## config.mk

```make
export PLATFORM = sky130hd
export DESIGN_NAME = phase_seq
export DESIGN_NICKNAME = d
export VERILOG_FILES = /design/src/rtl/sq_pkg.sv /design/src/rtl/sq_decode.sv /design/src/rtl/sq_addr_form.sv /design/src/rtl/phase_seq.sv
export SDC_FILE = /design/constraint.sdc
export NUM_CORES = 1
export LEC_CHECK = 0
export ABC_CLOCK_PERIOD_IN_PS = 4500
export BUFFER_PORTS_ARGS = -buffer_cell sky130_fd_sc_hd__buf_4
export CAP_MARGIN = 20
export CORE_MARGIN = 5
export CORE_UTILIZATION = 50
export DETAILED_ROUTE_END_ITERATION = 7
export GPL_ROUTABILITY_DRIVEN = 0
export PLACE_DENSITY_LB_ADDON = 0.2
export SLEW_MARGIN = 30
export SYNTH_ARGS = -nofsm -noshare
export SYNTH_HDL_FRONTEND = slang
export SYNTH_SLANG_ARGS = --single-unit
```

## constraint.sdc

```tcl
create_clock -name clk_i -period 4.5 [get_ports clk_i]
set_input_delay 0.9 -clock clk_i [delete_from_list [all_inputs] [get_ports clk_i]]
set_output_delay 0.9 -clock clk_i [all_outputs]
set_load 0.01 [all_outputs]
```

## src/rtl/sq_pkg.sv

```systemverilog
package sq_pkg;
  typedef enum logic [1:0] {PH_FETCH, PH_IND, PH_EXEC} phase_e;
  typedef enum logic [2:0] {OP_NOP, OP_HLT, OP_LD, OP_AD, OP_ST, OP_JMP, OP_JSB} op_e;
  typedef struct packed {
    op_e  op;
    logic sel_b;
    logic indir;
    logic cur_page;
  } dec_t;
endpackage

```

## src/rtl/sq_decode.sv

```systemverilog
module sq_decode import sq_pkg::*; #(
  parameter int DATA_W = 16,
  parameter int OFS_W  = 10
) (
  input  logic [DATA_W-1:0] word_i,
  output dec_t              dec_o,
  output logic [OFS_W-1:0]  ofs_o
);
  localparam logic [DATA_W-1:0] HLT_WORD = (DATA_W'(1) << (DATA_W-1)) | (DATA_W'(1) << OFS_W);

  logic [3:0] opc;
  logic       memref;
  assign opc   = word_i[DATA_W-2 -: 4];
  assign ofs_o = word_i[OFS_W-1:0];

  always_comb begin
    dec_o.op = OP_NOP;
    if (word_i == HLT_WORD) dec_o.op = OP_HLT;
    else begin
      unique case (opc)
        4'b1100, 4'b1101: dec_o.op = OP_LD;
        4'b1000, 4'b1001: dec_o.op = OP_AD;
        4'b1110, 4'b1111: dec_o.op = OP_ST;
        4'b0101:          dec_o.op = OP_JMP;
        4'b0011:          dec_o.op = OP_JSB;
        default:          dec_o.op = OP_NOP;
      endcase
    end
  end

  assign memref         = (dec_o.op != OP_NOP) && (dec_o.op != OP_HLT);
  assign dec_o.indir    = memref & word_i[DATA_W-1];
  assign dec_o.sel_b    = opc[0];
  assign dec_o.cur_page = word_i[OFS_W];
endmodule

```

## src/rtl/sq_addr_form.sv

```systemverilog
module sq_addr_form #(
  parameter int ADDR_W = 15,
  parameter int OFS_W  = 10
) (
  input  logic [ADDR_W-OFS_W-1:0] page_i,
  input  logic                    cur_page_i,
  input  logic [OFS_W-1:0]        ofs_i,
  output logic [ADDR_W-1:0]       ea_o
);
  localparam int PAGE_W = ADDR_W - OFS_W;

  assign ea_o = {cur_page_i ? page_i : {PAGE_W{1'b0}}, ofs_i};
endmodule

```

## src/rtl/phase_seq.sv

```systemverilog
module phase_seq import sq_pkg::*; #(
  parameter int                DATA_W   = 16,
  parameter int                OFS_W    = 10,
  parameter logic [DATA_W-2:0] RESET_PC = 15'o2100
) (
  input  logic              clk_i,
  input  logic              rst_ni,
  input  logic              start_i,
  input  logic              step_i,
  input  logic [DATA_W-1:0] mem_rdata_i,
  output logic [DATA_W-2:0] mem_addr_o,
  output logic              mem_rd_o,
  output logic              mem_wr_o,
  output logic [DATA_W-1:0] mem_wdata_o,
  output logic [DATA_W-2:0] pc_o,
  output logic [DATA_W-1:0] acc_a_o,
  output logic [DATA_W-1:0] acc_b_o,
  output logic              fetch_o,
  output logic              indirect_o,
  output logic              execute_o,
  output logic              halt_o
);
  localparam int ADDR_W = DATA_W - 1;

  phase_e              phase_q, ph_d;
  logic [ADDR_W-1:0]   pc_q, pc_d, m_q, m_d, ea, pc_inc, m_inc, ind_addr;
  logic [DATA_W-1:0]   t_q, t_d, a_q, a_d, b_q, b_d, dec_word, acc_sel;
  logic                run_q, run_d, halt_q, halt_d, adv;
  dec_t                dec;
  logic [OFS_W-1:0]    ofs;

  assign dec_word = (phase_q == PH_FETCH) ? mem_rdata_i : t_q;

  sq_decode #(.DATA_W(DATA_W), .OFS_W(OFS_W)) u_dec (
    .word_i(dec_word), .dec_o(dec), .ofs_o(ofs)
  );

  sq_addr_form #(.ADDR_W(ADDR_W), .OFS_W(OFS_W)) u_af (
    .page_i(m_q[ADDR_W-1:OFS_W]), .cur_page_i(dec.cur_page), .ofs_i(ofs), .ea_o(ea)
  );

  assign adv      = step_i | run_q;
  assign pc_inc   = pc_q + ADDR_W'(1);
  assign m_inc    = m_q + ADDR_W'(1);
  assign ind_addr = mem_rdata_i[ADDR_W-1:0];
  assign acc_sel  = dec.sel_b ? b_q : a_q;

  always_comb begin
    ph_d   = phase_q;
    pc_d   = pc_q;
    m_d    = m_q;
    t_d    = t_q;
    a_d    = a_q;
    b_d    = b_q;
    run_d  = run_q;
    halt_d = halt_q;
    if (start_i) begin
      run_d  = 1'b1;
      halt_d = 1'b0;
    end
    if (step_i) halt_d = 1'b0;
    if (adv) begin
      unique case (phase_q)
        PH_FETCH: begin
          t_d = mem_rdata_i;
          unique case (dec.op)
            OP_LD, OP_AD, OP_ST, OP_JSB: begin
              m_d  = ea;
              ph_d = dec.indir ? PH_IND : PH_EXEC;
            end
            OP_JMP: begin
              m_d = ea;
              if (dec.indir) ph_d = PH_IND;
              else           pc_d = ea;
            end
            OP_HLT: begin
              pc_d   = pc_inc;
              m_d    = pc_inc;
              run_d  = 1'b0;
              halt_d = 1'b1;
            end
            default: begin
              pc_d = pc_inc;
              m_d  = pc_inc;
            end
          endcase
        end
        PH_IND: begin
          m_d = ind_addr;
          if (!mem_rdata_i[DATA_W-1]) begin
            if (dec.op == OP_JMP) begin
              pc_d = ind_addr;
              ph_d = PH_FETCH;
            end else begin
              ph_d = PH_EXEC;
            end
          end
        end
        PH_EXEC: begin
          ph_d = PH_FETCH;
          pc_d = pc_inc;
          m_d  = pc_inc;
          unique case (dec.op)
            OP_LD: if (dec.sel_b) b_d = mem_rdata_i; else a_d = mem_rdata_i;
            OP_AD: if (dec.sel_b) b_d = b_q + mem_rdata_i; else a_d = a_q + mem_rdata_i;
            OP_JSB: begin
              pc_d = m_inc;
              m_d  = m_inc;
            end
            default: ;
          endcase
        end
        default: ph_d = PH_FETCH;
      endcase
    end
  end

  always_ff @(posedge clk_i or negedge rst_ni) begin
    if (!rst_ni) begin
      phase_q <= PH_FETCH;
      pc_q    <= RESET_PC;
      m_q     <= RESET_PC;
      t_q     <= '0;
      a_q     <= '0;
      b_q     <= '0;
      run_q   <= 1'b0;
      halt_q  <= 1'b0;
    end else begin
      phase_q <= ph_d;
      pc_q    <= pc_d;
      m_q     <= m_d;
      t_q     <= t_d;
      a_q     <= a_d;
      b_q     <= b_d;
      run_q   <= run_d;
      halt_q  <= halt_d;
    end
  end

  assign mem_addr_o  = m_q;
  assign mem_rd_o    = adv & ((phase_q == PH_FETCH) | (phase_q == PH_IND) |
                              ((phase_q == PH_EXEC) & ((dec.op == OP_LD) | (dec.op == OP_AD))));
  assign mem_wr_o    = adv & (phase_q == PH_EXEC) & ((dec.op == OP_ST) | (dec.op == OP_JSB));
  assign mem_wdata_o = (dec.op == OP_JSB) ? {1'b0, pc_inc} : acc_sel;
  assign pc_o        = pc_q;
  assign acc_a_o     = a_q;
  assign acc_b_o     = b_q;
  assign fetch_o     = (phase_q == PH_FETCH);
  assign indirect_o  = (phase_q == PH_IND);
  assign execute_o   = (phase_q == PH_EXEC);
  assign halt_o      = halt_q;

  assert_idle_hold_R2: assert property (@(posedge clk_i) disable iff (!rst_ni)
    (!step_i && !run_q) |=> ($stable(pc_q) && $stable(m_q) && $stable(phase_q) && $stable(a_q) && $stable(b_q)));

  assert_ind_entry_R3: assert property (@(posedge clk_i) disable iff (!rst_ni)
    (adv && phase_q == PH_FETCH && dec.indir) |=> (phase_q == PH_IND));

  assert_jmp_direct_R8: assert property (@(posedge clk_i) disable iff (!rst_ni)
    (adv && phase_q == PH_FETCH && dec.op == OP_JMP && !dec.indir) |=> (pc_q == $past(ea) && phase_q == PH_FETCH));

  assert_jsb_hold_R9: assert property (@(posedge clk_i) disable iff (!rst_ni)
    (adv && phase_q == PH_FETCH && dec.op == OP_JSB) |=> (pc_q == $past(pc_q)));

  assert_exec_inc_R7: assert property (@(posedge clk_i) disable iff (!rst_ni)
    (adv && phase_q == PH_EXEC && dec.op != OP_JSB) |=> (pc_q == $past(pc_q) + ADDR_W'(1)));

  assert_wr_exec_R12: assert property (@(posedge clk_i) disable iff (!rst_ni)
    mem_wr_o |-> (phase_q == PH_EXEC && !mem_rd_o));

  assert_halt_stops_R11: assert property (@(posedge clk_i) disable iff (!rst_ni)
    (halt_q && !step_i && !start_i) |=> ($stable(pc_q) && $stable(phase_q)));
endmodule

```

Word level (Yosys, flattened, before mapping) --
Memory sizes are Yosys's and may differ from the RTL's. Index checks and enable logic that the tools add are counted.
Word-level totals: bits in writable memories 0, word-level logic and storage cells 89, memories 1, register bits after elaboration 82, input bits 20, output and inout bits 84, ROM bits 48, bits in latches 0
Memories:
- (no name shown) | depth 16, bits a word 3, read ports 1, clocked after memory_dff 0, wr ports 0, RTL line sq_decode.sv:20 | unique case (opc)
Cells by class: reduce and logical (&&, ||, !) cells 12, add/sub/neg operators 4, multipliers 0, shifts and indexed selects 0, bitwise logic cells 10, equal/unequal tests 20, multiplexer cells 34, order comparisons 0, divide/modulo/power cells 0
Operators with widths (count):
- $mux 16 | 7
- $pmux 15 s3 | 2
- $mux 15 | 5
- $pmux 16 s2 | 2
- $add 16x16->16 | 2
- $add 15x1->15 const B | 2
- $pmux 15 s2 | 1
- $eq 16x16->1 const B | 1
- $reduce_and 5->1 | 2
- $eq 3x3->1 const B | 3
- $mux 1 | 9
- $mux 2 | 4
- $ne 2x2->1 const B | 4
- $pmux 2 s2 | 2
- $eq 3x2->1 const B | 2
- $ne 2x1->1 const B | 3
- $ne 3x1->1 const B | 2
- $ne 3x3->1 const B | 2
- $reduce_and 6->1 | 1
- $reduce_bool 3->1 | 2
- $and 1x1->1 | 5
- $mux 5 | 1
- $or 1x1->1 | 5
- $reduce_or 5->1 | 1
- other kinds (10) | 10

Logic depth before layout (Yosys ltp) --
depth in word-level cells 10, mapped depth 12, gate-level depth less buffers 10

Modules after synthesis --
A second synthesis with hierarchy kept.
Unflattened totals: cell total of the unflattened synthesis 859, area total of the unflattened synthesis 6941.7 µm²
Modules (own cells, without submodules):
- phase_seq | instances 1, sequential area each 2057.0 µm², area an instance 6620.1 µm², cells an instance 814
- sq_decode | instances 1, sequential area each 0.0 µm², area an instance 215.2 µm², cells an instance 30
- sq_addr_form | instances 1, sequential area each 0.0 µm², area an instance 106.4 µm², cells an instance 15

Least setup slack after synthesis --
OpenSTA, ideal clock, no wires.
path type input -> output, start point input port mem_rdata_i[14], end point output port mem_wdata_o[15], cell stages on the path 7, arrival time 2308 ps, slack 1292 ps, path through clkbuf_1 mux2i_4 o211ai_2 buf_6 buf_6 clkbuf_1 a21boi_0
Between the ends: longest elaborated chain between the ends 5, elaborated cells on any way between the ends 6, classes of those cells eq/ne: 2; mux: 3; memory: 1
RTL lines:
- from (decl) | RTL line phase_seq.sv:10 | input logic [DATA_W-1:0] mem_rdata_i,
- $mux 16 (*)
- $mem_v2 16x3 / $eq 16x16->1 (equally long branches)
- $mux 3 (*) | RTL line sq_decode.sv:18 | if (word_i == HLT_WORD) dec_o.op = OP_HLT;
- $eq 3x3->1 (*) | RTL line phase_seq.sv:144 | assign mem_wdata_o = (dec.op == OP_JSB) ? {1'b0, pc_inc} : acc_sel;
- $mux 16 (*) | RTL line phase_seq.sv:144
- to (decl) | RTL line phase_seq.sv:14 | output logic [DATA_W-1:0] mem_wdata_o,
Every way passes the cells marked *; elsewhere a longest branch is shown, timed or not.

Final worst setup path --
start point register phase_q[0], end point output port mem_wdata_o[9]
Between the ends: longest elaborated chain between the ends 6, elaborated cells on any way between the ends 8, classes of those cells eq/ne: 2; mux: 4; reduce/logical: 1; memory: 1
RTL lines:
- from (decl) | RTL line phase_seq.sv:25 | phase_e phase_q, ph_d;
- from (signal assigned) | RTL line phase_seq.sv:129 | phase_q <= ph_d;
- $logic_not 2->1 (*) | RTL line phase_seq.sv:32 | assign dec_word = (phase_q == PH_FETCH) ? mem_rdata_i : t_q;
- $mux 16 (*)
- $mem_v2 16x3 / $eq 16x16->1 (equally long branches)
- $mux 3 | RTL line sq_decode.sv:18
- $eq 3x3->1 | RTL line phase_seq.sv:144
- $mux 16 (*) | RTL line phase_seq.sv:144
Marks and branches as above.

==> flow_summary_export.csv <==
group,metric,value,unit
timing,fin_skew,0.005594,ns
drt,num_vias,6779,
global_routing,globalRouteMet1Util,0.3652,
yosys,synth_edf_count,0,
pwr,power.leakage,0.003595,µW
pwr,p_sw_frac,0.4792,
clock_network,ctsLongestPathBuffers,2,
timing,rsz0062_at_grt,"false",
clock_network,clk_pin_slew,0.06,ns
yosys,yosys_warnings,0,
critical_path,arrival,3.09,ns
drt,drtPass1Iterations,5,
yosys,ys_types,74,
pwr,comb_power_share,0.635,
drt,viasPerCell,6.047,
yosys,syn_nets,922,
placed_design,dp_hpwl,15060,µm
yosys,synth_cells,864,
finish,fin_cells,1121,
critical_path,crit_required,3.60,ns
flow_run,maxCapViolations,0,
floorplan,core_region_area,13350,µm²
critical_path,r2r_start,"phase_q[0]",
critical_path,endpoint_kind,"primary output",
finish,final_util,0.6036,
timing,hold_slack,0.4876,ns
worst_hold_path,min_path_type,"flip-flop to flip-flop",
finish,syn_to_final_growth,17.09,%
timing,finalMaxSlewViolations,0,
yosys,syn_area_per_cell,7.963,µm²
pwr,pwr-share-clk,0.121,
global_routing,antenna_found_initial,0,
yosys,yosysTopAreaCellShare,0.2837,
floorplan,fp-row-count,42,
clock_network,post_cts_buffers,0,
global_routing,overflow,0,
timing,period_share,0.8872,
yosys,synthFlopType,"dfrtp_1",
timing,finalHoldViolations,0,
run_status,status,"finished clean",
pwr,p_switching,3038,µW
drt,drc,0,
global_routing,first_global_vias,6232,
pwr,peakVddDrop,0.3180,mV
drt,totalWireLength,20220,µm
clock_network,numCtsBuffers,9,
critical_path,reg2reg_slack,0.95,ns
clock_network,cts.sinks,82,
finish,fin_area,8056,µm²
global_routing,gr-usage-met3,0.03047,
floorplan,dieArea,16210,µm²
pwr,power_frac_seq,0.244,
timing,relSlewSlack,0.4498,
yosys,syn_area,6880,µm²
yosys,synthArstFlopShare,1.000,
critical_path,cp_max_fo,32,
yosys,ys_ff_latch,82,
drt,ant_nets,0,
placed_design,port_buffers,103,
finish,finalNetCount,998,
yosys,synthTopCellsByCount,"131 x nand2_1, 88 x nor2_1, 78 x dfrtp_1",
timing,worst_pin_slew,0.8253,ns
global_routing,grt_pass1_wl,32730,µm
placed_design,placedInstanceArea,7747,µm²
floorplan,die_h,127.3,µm
pwr,power.density,786.8,nW/µm²
finish,diodes,0,
timing,setup_viol,0,
critical_path,crit_start,"phase_q[0]",
yosys,netlist_top_cells_area,"dfrtp_1 28%, nand2_1 7.1%, ha_1 6.5%",
yosys,seq_area_frac_synth,0.2990,
timing,fin_setup_tns,0,ns
clock_network,ctsResizeCount,0,
clock_network,cts_root_buf,"clkbuf_16",
drt,wire_per_inst,18.04,µm
clock_network,cts.hold.buffers_added,0,
timing,fin_crit,3.992,ns
yosys,synth_most_common_cell,"nand2_1",
worst_hold_path,hold_start,"t_q[1]",
pwr,p_int,3301,µW
drt,drt-initial-drc-count,560,
clock_network,cts.htree.levels,3,
floorplan,io_pins,104,
clock_network,clk_latency,0.34,ns
global_routing,grt_usage,0.2466,
global_routing,busiest_layer,"met2",
global_routing,grt_util_met2,0.3713,
timing,fmax,250.5,MHz
critical_path,start_kind,"flip-flop",
floorplan,start_util,0.5155,
critical_path,criticalPathCategory,"flip-flop to primary output",
yosys,synth_top_area_cell,"dfrtp_1",
global_routing,grt_max_degree,83,
placed_design,place_inst,1105,
floorplan,die_w,127.3,µm
finish,drive_above_1_share,0.1894,
clock_network,cts_tree,"done",
==> critical path: stages, from the launching register on <==
cell and delay [ns]:
dfrtp_1 0.40, inv_1 0.11, ha_1 0.50, buf_4 0.33, mux2i_4 0.40, o211ai_4 0.34
o21ai_0 0.46, buf_4 0.20
==> state kept, by name, summed over array words and instances (netlist names) <==
signal	count
acc_a_o	16
acc_b_o	16
halt_o	1
mem_addr_o	15
pc_o	15
phase_q	2
run_q	1
t_q	16
==> through the flow <==
stage / total power, µW / setup slack [ns]
after global routing: 6870 / 0.3798
after global placement: 5495 / 1.002
final: 6339 / 0.5078
after CTS: 6312 / 0.5478
after floorplan: 4213 / 1.292
after detailed placement: 5531 / 0.9251
==> power by group through the flow <==
stage	logic, µW	clock network, µW	registers [µW]
floorplan	2710	0	1510
global placement	3950	0	1540
CTS	4010	772	1530
global route	4470	806	1600
finish	4030	769	1540
detailed placement	3990	0	1540
==> path summary, 6_finish.rpt <==
| check | to | cells after the start |
|---|---|---|
| min in group asynchronous | halt_o | 1 |
| max in group asynchronous | t_q[5] | 1 |
| hold reg to reg | t_q[1] | 2 |
| setup reg to reg | pc_o[11] | 10 |
| setup / recovery | mem_wdata_o[9] | 7 |
| hold / removal | t_q[1] | 2 |
==> logic make-up (layout without fill, tap and decap cells) <==
logic type / count (synthesis) / count (layout) / share of synthesized area
simple gates: 337 / 337 / 0.2290
compound gates: 255 / 255 / 0.2322
flops: 82 / 82 / 0.2990
buf+inv: 67 / 148 / 0.04546
xor+xnor: 45 / 45 / 0.05728
mux: 40 / 40 / 0.06583
fa+ha+maj: 38 / 38 / 0.07129
==> layout make-up <==
class	instances	area, µm²
sequential	82	2057
fill	1223	5291
clock inverter	7	77.57
inverter	16	60.06
timing repair buffer	116	874.6
multi-input combinational	715	4542
clock buffer	9	225.2
tap	176	220.2
==> routing by layer <==
| metal | vias to the layer above | part of all wire |
|---|---|---|
| met5 | - | 0 |
| met1 | 3200 | 0.46 |
| li1 | 3283 | - |
| met4 | 0 | 0.028 |
| met2 | 252 | 0.45 |
| met3 | 44 | 0.069 |
==> layout by cell type (no fill, tap or decap), types with 15 or more instances in the layout <==
cell	count
a31oi_1	26
nand2_1	131
buf_4	115
xnor2_1	22
xor2_1	23
nor3_1	16
nor2_1	88
inv_1	15
ha_1	36
mux2_2	23
dfrtp_1	78
o21ai_0	55
nand3_1	22
a21oi_1	69
(Power assumes the default switching activity.)
